## config.mk

```make
export PLATFORM = sky130hd
export DESIGN_NAME = ecmd_engine
export DESIGN_NICKNAME = d
export VERILOG_FILES = /design/src/rtl/ecmd_pkg.sv /design/src/rtl/ecmd_capmap.sv /design/src/rtl/ecmd_ctr_bank.sv /design/src/rtl/ecmd_seq.sv /design/src/rtl/ecmd_engine.sv
export SDC_FILE = /design/constraint.sdc
export NUM_CORES = 1
export LEC_CHECK = 0
export ABC_CLOCK_PERIOD_IN_PS = 2550
export BUFFER_PORTS_ARGS = -buffer_cell sky130_fd_sc_hd__buf_4
export CAP_MARGIN = 40
export CORE_MARGIN = 2
export CORE_UTILIZATION = 35
export CTS_BUF_LIST = sky130_fd_sc_hd__clkbuf_4
export CTS_CLUSTER_SIZE = 10
export DETAILED_ROUTE_END_ITERATION = 12
export SYNTH_ARGS = -nofsm -noshare
export SYNTH_HDL_FRONTEND = slang
export SYNTH_SLANG_ARGS = --single-unit
```

## constraint.sdc

```tcl
create_clock -name clk -period 2.55 [get_ports clk]
set_input_delay 0.255 -clock clk [delete_from_list [all_inputs] [get_ports clk]]
set_output_delay 0.255 -clock clk [all_outputs]
set_load 0.005 [all_outputs]
```

## src/rtl/ecmd_pkg.sv

```systemverilog
package ecmd_pkg;

    // register offsets (byte addresses inside the window)
    localparam logic [11:0] OFS_CMD  = 12'h400;
    localparam logic [11:0] OFS_XOP  = 12'h408;
    localparam logic [11:0] OFS_RSP  = 12'h410;
    localparam logic [11:0] OFS_CAP0 = 12'h430;
    localparam int unsigned CAP_STEP = 8;

    // counter-bank opcodes
    localparam logic [7:0] OP_CTR_ON      = 8'hF0;
    localparam logic [7:0] OP_CTR_OFF     = 8'hF1;
    localparam logic [7:0] OP_CTR_HOLD    = 8'hF4;
    localparam logic [7:0] OP_CTR_RELEASE = 8'hF5;

    // completion codes, response bits [7:1]
    localparam logic [6:0] ST_OK          = 7'd0;
    localparam logic [6:0] ST_UNSUPPORTED = 7'd1;
    localparam logic [6:0] ST_BAD_OPERAND = 7'd2;

    typedef enum logic [1:0] {
        S_IDLE   = 2'd0,
        S_DECODE = 2'd1,
        S_EXEC   = 2'd2
    } seq_state_e;

    function automatic logic op_supported(input logic [7:0] op);
        return (op == OP_CTR_ON) || (op == OP_CTR_OFF) ||
               (op == OP_CTR_HOLD) || (op == OP_CTR_RELEASE);
    endfunction

endpackage

```

## src/rtl/ecmd_capmap.sv

```systemverilog
module ecmd_capmap
    import ecmd_pkg::*;
#(
    parameter int unsigned NUM_OPS = 256
) (
    output logic [NUM_OPS-1:0] cap_bits
);
    // one capability bit per opcode, derived from the supported set
    for (genvar op = 0; op < NUM_OPS; op++) begin : g_cap
        assign cap_bits[op] = op_supported(8'(op));
    end
endmodule

```

## src/rtl/ecmd_ctr_bank.sv

```systemverilog
module ecmd_ctr_bank
    import ecmd_pkg::*;
#(
    parameter int unsigned NUM_CTR = 8,
    parameter int unsigned IDX_W   = 3
) (
    input  logic               clk,
    input  logic               rst_n,
    input  logic               apply,
    input  logic [7:0]         apply_op,
    input  logic [IDX_W-1:0]   apply_idx,
    output logic [NUM_CTR-1:0] ctr_enable,
    output logic [NUM_CTR-1:0] ctr_freeze
);
    for (genvar c = 0; c < NUM_CTR; c++) begin : g_ctr
        logic hit;
        assign hit = apply && (apply_idx == IDX_W'(c));

        always_ff @(posedge clk or negedge rst_n) begin
            if (!rst_n) begin
                ctr_enable[c] <= 1'b0;
                ctr_freeze[c] <= 1'b0;
            end else if (hit) begin
                unique case (apply_op)
                    OP_CTR_ON:      ctr_enable[c] <= 1'b1;
                    OP_CTR_OFF:     ctr_enable[c] <= 1'b0;
                    OP_CTR_HOLD:    ctr_freeze[c] <= 1'b1;
                    OP_CTR_RELEASE: ctr_freeze[c] <= 1'b0;
                    default: ;
                endcase
            end
        end
    end
endmodule

```

## src/rtl/ecmd_seq.sv

```systemverilog
module ecmd_seq
    import ecmd_pkg::*;
#(
    parameter int unsigned NUM_OPS     = 256,
    parameter int unsigned NUM_CTR     = 8,
    parameter int unsigned EXEC_CYCLES = 4,
    parameter int unsigned OPND_W      = 48,
    parameter int unsigned IDX_W       = 3
) (
    input  logic               clk,
    input  logic               rst_n,
    input  logic               go,
    input  logic [7:0]         go_op,
    input  logic [OPND_W-1:0]  go_opnd,
    input  logic [NUM_OPS-1:0] cap_bits,
    output logic               busy,
    output logic [6:0]         status,
    output logic               apply,
    output logic [7:0]         apply_op,
    output logic [IDX_W-1:0]   apply_idx
);
    localparam int unsigned CNT_W = $clog2(EXEC_CYCLES + 1);

    seq_state_e        state_q, state_d;
    logic [7:0]        op_q;
    logic [OPND_W-1:0] opnd_q;
    logic [CNT_W-1:0]  cnt_q;
    logic [6:0]        status_q;

    logic cap_hit, opnd_ok, last;
    assign cap_hit = cap_bits[op_q];
    assign opnd_ok = opnd_q < OPND_W'(NUM_CTR);
    assign last    = (cnt_q == '0);

    // state register
    always_ff @(posedge clk or negedge rst_n) begin
        if (!rst_n) state_q <= S_IDLE;
        else        state_q <= state_d;
    end

    // transitions: accept, reject, launch, complete
    always_comb begin
        state_d = state_q;
        unique case (state_q)
            S_IDLE:   if (go) state_d = S_DECODE;
            S_DECODE: state_d = (cap_hit && opnd_ok) ? S_EXEC : S_IDLE;
            S_EXEC:   if (last) state_d = S_IDLE;
            default:  state_d = S_IDLE;
        endcase
    end

    // datapath and outputs
    always_ff @(posedge clk or negedge rst_n) begin
        if (!rst_n) begin
            op_q     <= '0;
            opnd_q   <= '0;
            cnt_q    <= '0;
            status_q <= ST_OK;
        end else begin
            unique case (state_q)
                S_IDLE: begin
                    if (go) begin
                        op_q   <= go_op;
                        opnd_q <= go_opnd;
                    end
                end
                S_DECODE: begin
                    cnt_q <= CNT_W'(EXEC_CYCLES - 1);
                    if (!cap_hit)      status_q <= ST_UNSUPPORTED;
                    else if (!opnd_ok) status_q <= ST_BAD_OPERAND;
                end
                S_EXEC: begin
                    if (!last) cnt_q    <= cnt_q - 1'b1;
                    else       status_q <= ST_OK;
                end
                default: ;
            endcase
        end
    end

    assign busy      = (state_q != S_IDLE);
    assign status    = status_q;
    assign apply     = (state_q == S_EXEC) && last;
    assign apply_op  = op_q;
    assign apply_idx = opnd_q[IDX_W-1:0];
endmodule

```

## src/rtl/ecmd_engine.sv

```systemverilog
module ecmd_engine
    import ecmd_pkg::*;
#(
    parameter int unsigned ADDR_W      = 12,
    parameter int unsigned DATA_W      = 64,
    parameter int unsigned NUM_CTR     = 8,
    parameter int unsigned EXEC_CYCLES = 4
) (
    input  logic               clk,
    input  logic               rst_n,
    input  logic               reg_wr,
    input  logic [ADDR_W-1:0]  reg_addr,
    input  logic [DATA_W-1:0]  reg_wdata,
    output logic [DATA_W-1:0]  reg_rdata,
    output logic [NUM_CTR-1:0] ctr_enable,
    output logic [NUM_CTR-1:0] ctr_freeze
);
    localparam int unsigned NUM_OPS  = 256;
    localparam int unsigned CAP_REGS = NUM_OPS / DATA_W;
    localparam int unsigned OPC_W    = 8;
    localparam int unsigned OPND_LSB = 16;
    localparam int unsigned OPND_W   = DATA_W - OPND_LSB;
    localparam int unsigned IDX_W    = (NUM_CTR > 1) ? $clog2(NUM_CTR) : 1;

    logic [DATA_W-1:0]  cmd_q, xop_q, rsp_word;
    logic [NUM_OPS-1:0] cap_bits;
    logic               seq_busy, seq_go, seq_apply;
    logic [6:0]         seq_status;
    logic [7:0]         seq_apply_op;
    logic [IDX_W-1:0]   seq_apply_idx;
    logic               wr_cmd, wr_xop;

    assign wr_cmd = reg_wr && (reg_addr == ADDR_W'(OFS_CMD));
    assign wr_xop = reg_wr && (reg_addr == ADDR_W'(OFS_XOP));
    assign seq_go = wr_cmd && !seq_busy;

    always_ff @(posedge clk or negedge rst_n) begin
        if (!rst_n) begin
            cmd_q <= '0;
            xop_q <= '0;
        end else begin
            if (seq_go) cmd_q <= reg_wdata;
            if (wr_xop) xop_q <= reg_wdata;
        end
    end

    assign rsp_word = {{(DATA_W-8){1'b0}}, seq_status, seq_busy};

    always_comb begin
        reg_rdata = '0;
        if (reg_addr == ADDR_W'(OFS_CMD)) reg_rdata = cmd_q;
        if (reg_addr == ADDR_W'(OFS_XOP)) reg_rdata = xop_q;
        if (reg_addr == ADDR_W'(OFS_RSP)) reg_rdata = rsp_word;
        for (int i = 0; i < CAP_REGS; i++) begin
            if (reg_addr == ADDR_W'(OFS_CAP0) + ADDR_W'(CAP_STEP * i))
                reg_rdata = cap_bits[i*DATA_W +: DATA_W];
        end
    end

    ecmd_capmap #(.NUM_OPS(NUM_OPS)) u_cap (
        .cap_bits (cap_bits)
    );

    ecmd_seq #(
        .NUM_OPS     (NUM_OPS),
        .NUM_CTR     (NUM_CTR),
        .EXEC_CYCLES (EXEC_CYCLES),
        .OPND_W      (OPND_W),
        .IDX_W       (IDX_W)
    ) u_seq (
        .clk       (clk),
        .rst_n     (rst_n),
        .go        (seq_go),
        .go_op     (reg_wdata[OPC_W-1:0]),
        .go_opnd   (reg_wdata[DATA_W-1:OPND_LSB]),
        .cap_bits  (cap_bits),
        .busy      (seq_busy),
        .status    (seq_status),
        .apply     (seq_apply),
        .apply_op  (seq_apply_op),
        .apply_idx (seq_apply_idx)
    );

    ecmd_ctr_bank #(.NUM_CTR(NUM_CTR), .IDX_W(IDX_W)) u_bank (
        .clk        (clk),
        .rst_n      (rst_n),
        .apply      (seq_apply),
        .apply_op   (seq_apply_op),
        .apply_idx  (seq_apply_idx),
        .ctr_enable (ctr_enable),
        .ctr_freeze (ctr_freeze)
    );
endmodule

```

=== Yosys cells after proc, flatten, opt, wreduce, memory -nomap -nowiden ===
Memories as Yosys holds them, arrays and structs flattened.
Cells that the tools add are included.

* Register bits after elaboration: 212
* ROM bits: 256
* Input port bits: 79
* Output and inout port bits: 80
* Word-level logic and storage cells: 112
* Memories kept: 1

{| class="wikitable"
|+ Memory list
! memory !! depth !! bits a word !! rd ports !! clocked after Yosys merged registers in !! write ports !! RTL line !! text
|-
| (no name shown) || 256 || 1 || 1 || 0 || 0 || ecmd_seq.sv:31 || <nowiki>assign cap_hit = cap_bits[op_q];</nowiki>
|}

* Add/subtract/negate cells: 1
* Order comparisons: 2
* Equality and inequality tests: 24
* Muxes and demuxes: 20
* Reductions and logical operators: 41

{| class="wikitable"
|+ Operators with widths
! cell !! count
|-
| $mux W64 || 7
|-
| $eq A12 B11 Y1 const B || 7
|-
| $lt A48 B4 Y1 const B || 1
|-
| $reduce_and A2 Y1 || 19
|-
| $eq A8 B8 Y1 const B || 4
|-
| $mux W7 || 3
|-
| $pmux W7 S2 || 1
|-
| $logic_and A1 B1 Y1 || 13
|-
| $eq A3 B3 Y1 const B || 4
|-
| $lt A8 B9 Y1 const B || 1
|-
| $reduce_bool A2 Y1 || 4
|-
| $eq A3 B2 Y1 const B || 2
|-
| $logic_not A3 Y1 || 2
|-
| $mux W2 || 3
|-
| $pmux W2 S3 || 1
|-
| $pmux W3 S2 || 1
|-
| $ne A2 B2 Y1 const B || 2
|-
| $pmux W1 S2 || 2
|-
| $eq A3 B1 Y1 const B || 1
|-
| $mux W3 || 1
|-
| $ne A3 B3 Y1 const B || 1
|-
| $reduce_and A3 Y1 || 1
|-
| $sub A3 B1 Y3 const B || 1
|-
| $eq A2 B1 Y1 const B || 1
|-
| other kinds (5) || 5
|}

=== Depth between registers and ports, before layout ===
* Depth after elaboration: 8
* Mapped depth: 8
* Gate-level depth less buffers: 8

=== Hierarchy ===
A second synthesis with hierarchy kept.

* Cell total of the unflattened synthesis: 1564
* Area total of the unflattened synthesis: 15980.3 µm²

{| class="wikitable"
|+ By module, submodules not included
! module !! instances !! cells each !! area an instance (µm²) !! sequential area each (µm²)
|-
| ecmd_engine || 1 || 830 || 8235.4 || 3203.1
|-
| ecmd_seq || 1 || 396 || 4906.0 || 1576.5
|-
| ecmd_capmap || 1 || 258 || 1929.4 || 0.0
|-
| ecmd_ctr_bank || 1 || 80 || 909.6 || 400.4
|}

=== Worst setup path after synthesis ===
Ideal clock, no wire load.

* Kind: input -> register
* Start point: input port reg_addr[7]
* End point: register xop_q[0]
* Setup time: 0.125 ns
* Data arrival time: 2.250 ns
* Required time: 2.425 ns
* Path slack: 0.175 ns
* Stages: 7
* Buffers on the path: 3
* Cell sequence: or4_1 > or4_1 > buf_2 > or2_1 > buf_6 > buf_6 > mux2_4

* Longest elaborated chain between the ends: 2

{| class="wikitable"
|+ RTL lines
! element !! RTL line !! text
|-
| from (decl) || ecmd_engine.sv:12 || <nowiki>input logic [ADDR_W-1:0] reg_addr,</nowiki>
|-
| $eq A12 B11 Y1 || ecmd_engine.sv:34 || <nowiki>assign wr_xop = reg_wr && (reg_addr == ADDR_W'(OFS_XOP));</nowiki>
|-
| $logic_and A1 B1 Y1 || ecmd_engine.sv:34 ||
|-
| to (signal assigned) || ecmd_engine.sv:43 || <nowiki>if (wr_xop) xop_q <= reg_wdata;</nowiki>
|-
| to (decl) || ecmd_engine.sv:25 || <nowiki>logic [DATA_W-1:0] cmd_q, xop_q, rsp_word;</nowiki>
|}

No other way between the ends.
A chain may end at the register's enable or synchronous reset.

=== Worst setup path in the final report ===
* Start point: input port reg_addr[7]
* End point: output port reg_rdata[53]

* Longest elaborated chain between the ends: 8
* Elaborated cells between the ends (all ways): 14
* Classes of those cells: eq/ne (7); mux (7)

{| class="wikitable"
|+ RTL lines
! element !! RTL line !! text
|-
| $eq A12 B11 Y1 || ecmd_engine.sv:51 || <nowiki>if (reg_addr == ADDR_W'(OFS_CMD)) reg_rdata = cmd_q;</nowiki>
|-
| $mux W64 || ecmd_engine.sv:51 ||
|-
| $mux W64 || ecmd_engine.sv:52 || <nowiki>if (reg_addr == ADDR_W'(OFS_XOP)) reg_rdata = xop_q;</nowiki>
|-
| $mux W64 || ecmd_engine.sv:53 || <nowiki>if (reg_addr == ADDR_W'(OFS_RSP)) reg_rdata = rsp_word;</nowiki>
|-
| $mux W64 (3 in series) || ecmd_engine.sv:55 || <nowiki>if (reg_addr == ADDR_W'(OFS_CAP0) + ADDR_W'(CAP_STEP * i))</nowiki>
|-
| $mux W64 * || ecmd_engine.sv:55 ||
|-
| to (decl) || ecmd_engine.sv:14 || <nowiki>output logic [DATA_W-1:0] reg_rdata,</nowiki>
|}

Every way passes the cells marked *; elsewhere a longest branch is shown, timed or not.

==> metrics <==
via count of the first global-routing pass 5619; Netlist cell types 34; Critical Path Max Stage Delay 570 ps; PD cells 463 nW/um2; Worst-path clk slew 130 ps; die width 148 um; Synth async-reset ratio 100%; Vias/cell 4.87; Post-Place Cell Area 8780 um2; Die H 148 um; layout cells sized above 1 33.4%; largest net degree at the start of global routing 64; Non-Filler Instances 1072; Min Clock Period, post-route 2480 ps; hpwl dp 12900 um; Final Cycle Share 97.3%; Syn Inst Count 561; Final Max Tran Viols 0; Final Power 4.53 mW; most frequent cells in the layout 166 x buf_4, 151 x dfrtp_1, 69 x mux2i_1; CP max-delay cell or4_1; critical path's top delay family simple AND/OR/NAND/NOR gates; Clock Skew 19.0 ps; worst-path maximum fanout 5; Worst slew margin 52.6%; CTS root buffer clkbuf_4; Overflow after GRT 0; GRT Overall Usage 17.6%; Register Area 3780 um2; met2 routed wirelength 9370 um; placed cell count 973; WP buf/inv 3; critical path arrival 2230 ps; WL/cell 17.4 um; DRC viols 0; most used cell, CP buf_4; syn_area_per_cell 12.9 um2; final setup margin 68.8 ps; # IOs 159; final setup violation count 0; Fin Setup TNS 0 ps; P_leak 5.10 nW; CTS Buf Count 17; Post-Syn Area 7240 um2; max_cap viols 0; CTS tree done; Seq/Total Area, Yosys 52.2%; Hold WS 174 ps; fin util 48.4%; cells on worst reg2reg path 7; reg2reg end u_seq.status[1]; metal3 WL 536 um; Mapped Nets 645; Post-CTS Setup Repair Bufs 0; Starting Density 35.8%; Max Freq 0.403 GHz; Buffers on Ports 158; area of the multi-input gates 3230 um2; post-route cell area 9780 um2; Worst VDD drop 254 uV; nets@finish 871; Metal-1 WL 8380 um; first-pass GRT wire length 30100 um; Final Hold Vio Count 0; Initial DRT Pass Iterations 5; clk_lat worst skew 550 ps; Row Count 52; leading post-synthesis cells by cell area dfrtp_1 52%, mux2_4 12%, mux2_1 11%; worst reg2reg startpoint u_seq.state_q[1]; fillers 1789; initial DRC count 189; clk sinks 151; clk buf depth 2; DR vias 5216; r2r setup slk 260 ps; Setup crit end kind primary output; commonest non-fill, non-tap cell in the layout buf_4; P&R area growth vs syn 35.2%; WS Path Type primary input to primary output; Die Area 21800 um2; Worst setup SP type primary input; Main synth FF type dfrtp_1; core area 20200 um2; uppermost layer routed met4; worst slew pin tran 704 ps; Synth Register Bits 151; status complete, no violations; pre-CTS worst setup slack -253 ps; initial antenna violation count 2; Hold Path Class primary input to asynchronous set/reset pin; top cell type's share of synthesized area 52.2%; H-tree depth 4; Final ANT Viol Nets 0; DRT Wirelength 18700 um; largest area contributor in the netlist dfrtp_1; warnings from Yosys 0; EDFF count, synth 0; WP data required 2300 ps; GP Congestion 0.777; crit path launch reg_addr[7]; critical-path cell list buf_4 -> or4_1 -> or4_4 -> buf_4 -> nor2_4 -> nand2_1 -> o21ai_0 -> buf_4
==> Yosys cell counts, types with 2 or more instances <==
cell type  count
nor4_1        14
o22ai_1        3
nand3_1        5
nor2_1        69
buf_2          7
dfrtp_1      151
ha_1           5
or4_1          3
nand2b_1       2
inv_1         18
nand2_1       18
clkbuf_1       6
o21ai_0       14
o31ai_1        9
nor3_1         2
nor4b_1        2
mux2i_1       69
o41ai_1        2
buf_1         11
mux2_1        68
nor2b_1        2
nand4_1        4
buf_6          7
mux2_4        60
==> registers in the layout (all words and copies together) (netlist names), 3 cells and up <==
register	flops
u_seq.apply_op	8
u_seq.cnt_q	3
u_bank.ctr_enable	8
xop_q	64
u_seq.opnd_q	38
cmd_q	18
u_bank.ctr_freeze	8
==> worst max path at each step <==
stage | cells past startpoint | slack, ps | to
after global routing | 8 | -0.4 | reg_rdata[53]
final | 8 | 70 | reg_rdata[53]
after floorplan | 7 | 180 | xop_q[0]
after CTS | 8 | 30 | reg_rdata[53]
after global placement | 8 | -240 | reg_rdata[53]
after detailed placement | 8 | -250 | reg_rdata[53]
==> area by class of cell <==
cell class              count  share of cell area, %
multi-input cells         361                   33.0
clock buffers              18                   1.38
well taps                 270                   3.45
inverters                  18                  0.691
diodes                      2                 0.0512
repair buffers            238                   20.7
flip-flops and latches    151                   38.6
clock inverters            14                   2.11
==> where the power goes <==
part	leakage, nW	internal, mW	switching (mW)
combinational	2.81	0.195	0.155
clock	0.182	0.880	0.881
sequential	2.11	2.41	0.0109
total	5.10	3.49	1.05
==> layer usage <==
metal | global-route usage (%) | vias to the layer above
met4 | 7.26 | 0
li1 | - | 2427
met2 | 29.7 | 107
met5 | 0 | -
met1 | 22.6 | 2657
met3 | 2.84 | 25
==> kinds of logic (layout without fill, tap and decap cells) <==
logic type               Yosys count  in the layout  synth area share, %
other                              0              2                    0
buffers and inverters             49            288                 3.39
flip-flops                       151            151                 52.2
multiplexers                     197            197                 32.6
AO/OA/AOI/OAI                     31             31                 2.72
AND/OR/NAND/NOR                  128            128                 8.23
adder cells (fa/ha/maj)            5              5                0.865
==> repair_timing <==
| item | in CTS | in global routing |
|---|---|---|
| hold endpoints to repair | 170 | 0 |
| gates resized for setup | 2 | 1 |
| hold buffers | 65 | 0 |
| setup endpoints to repair | 25 | 2 |
(Power assumes the default switching activity.)
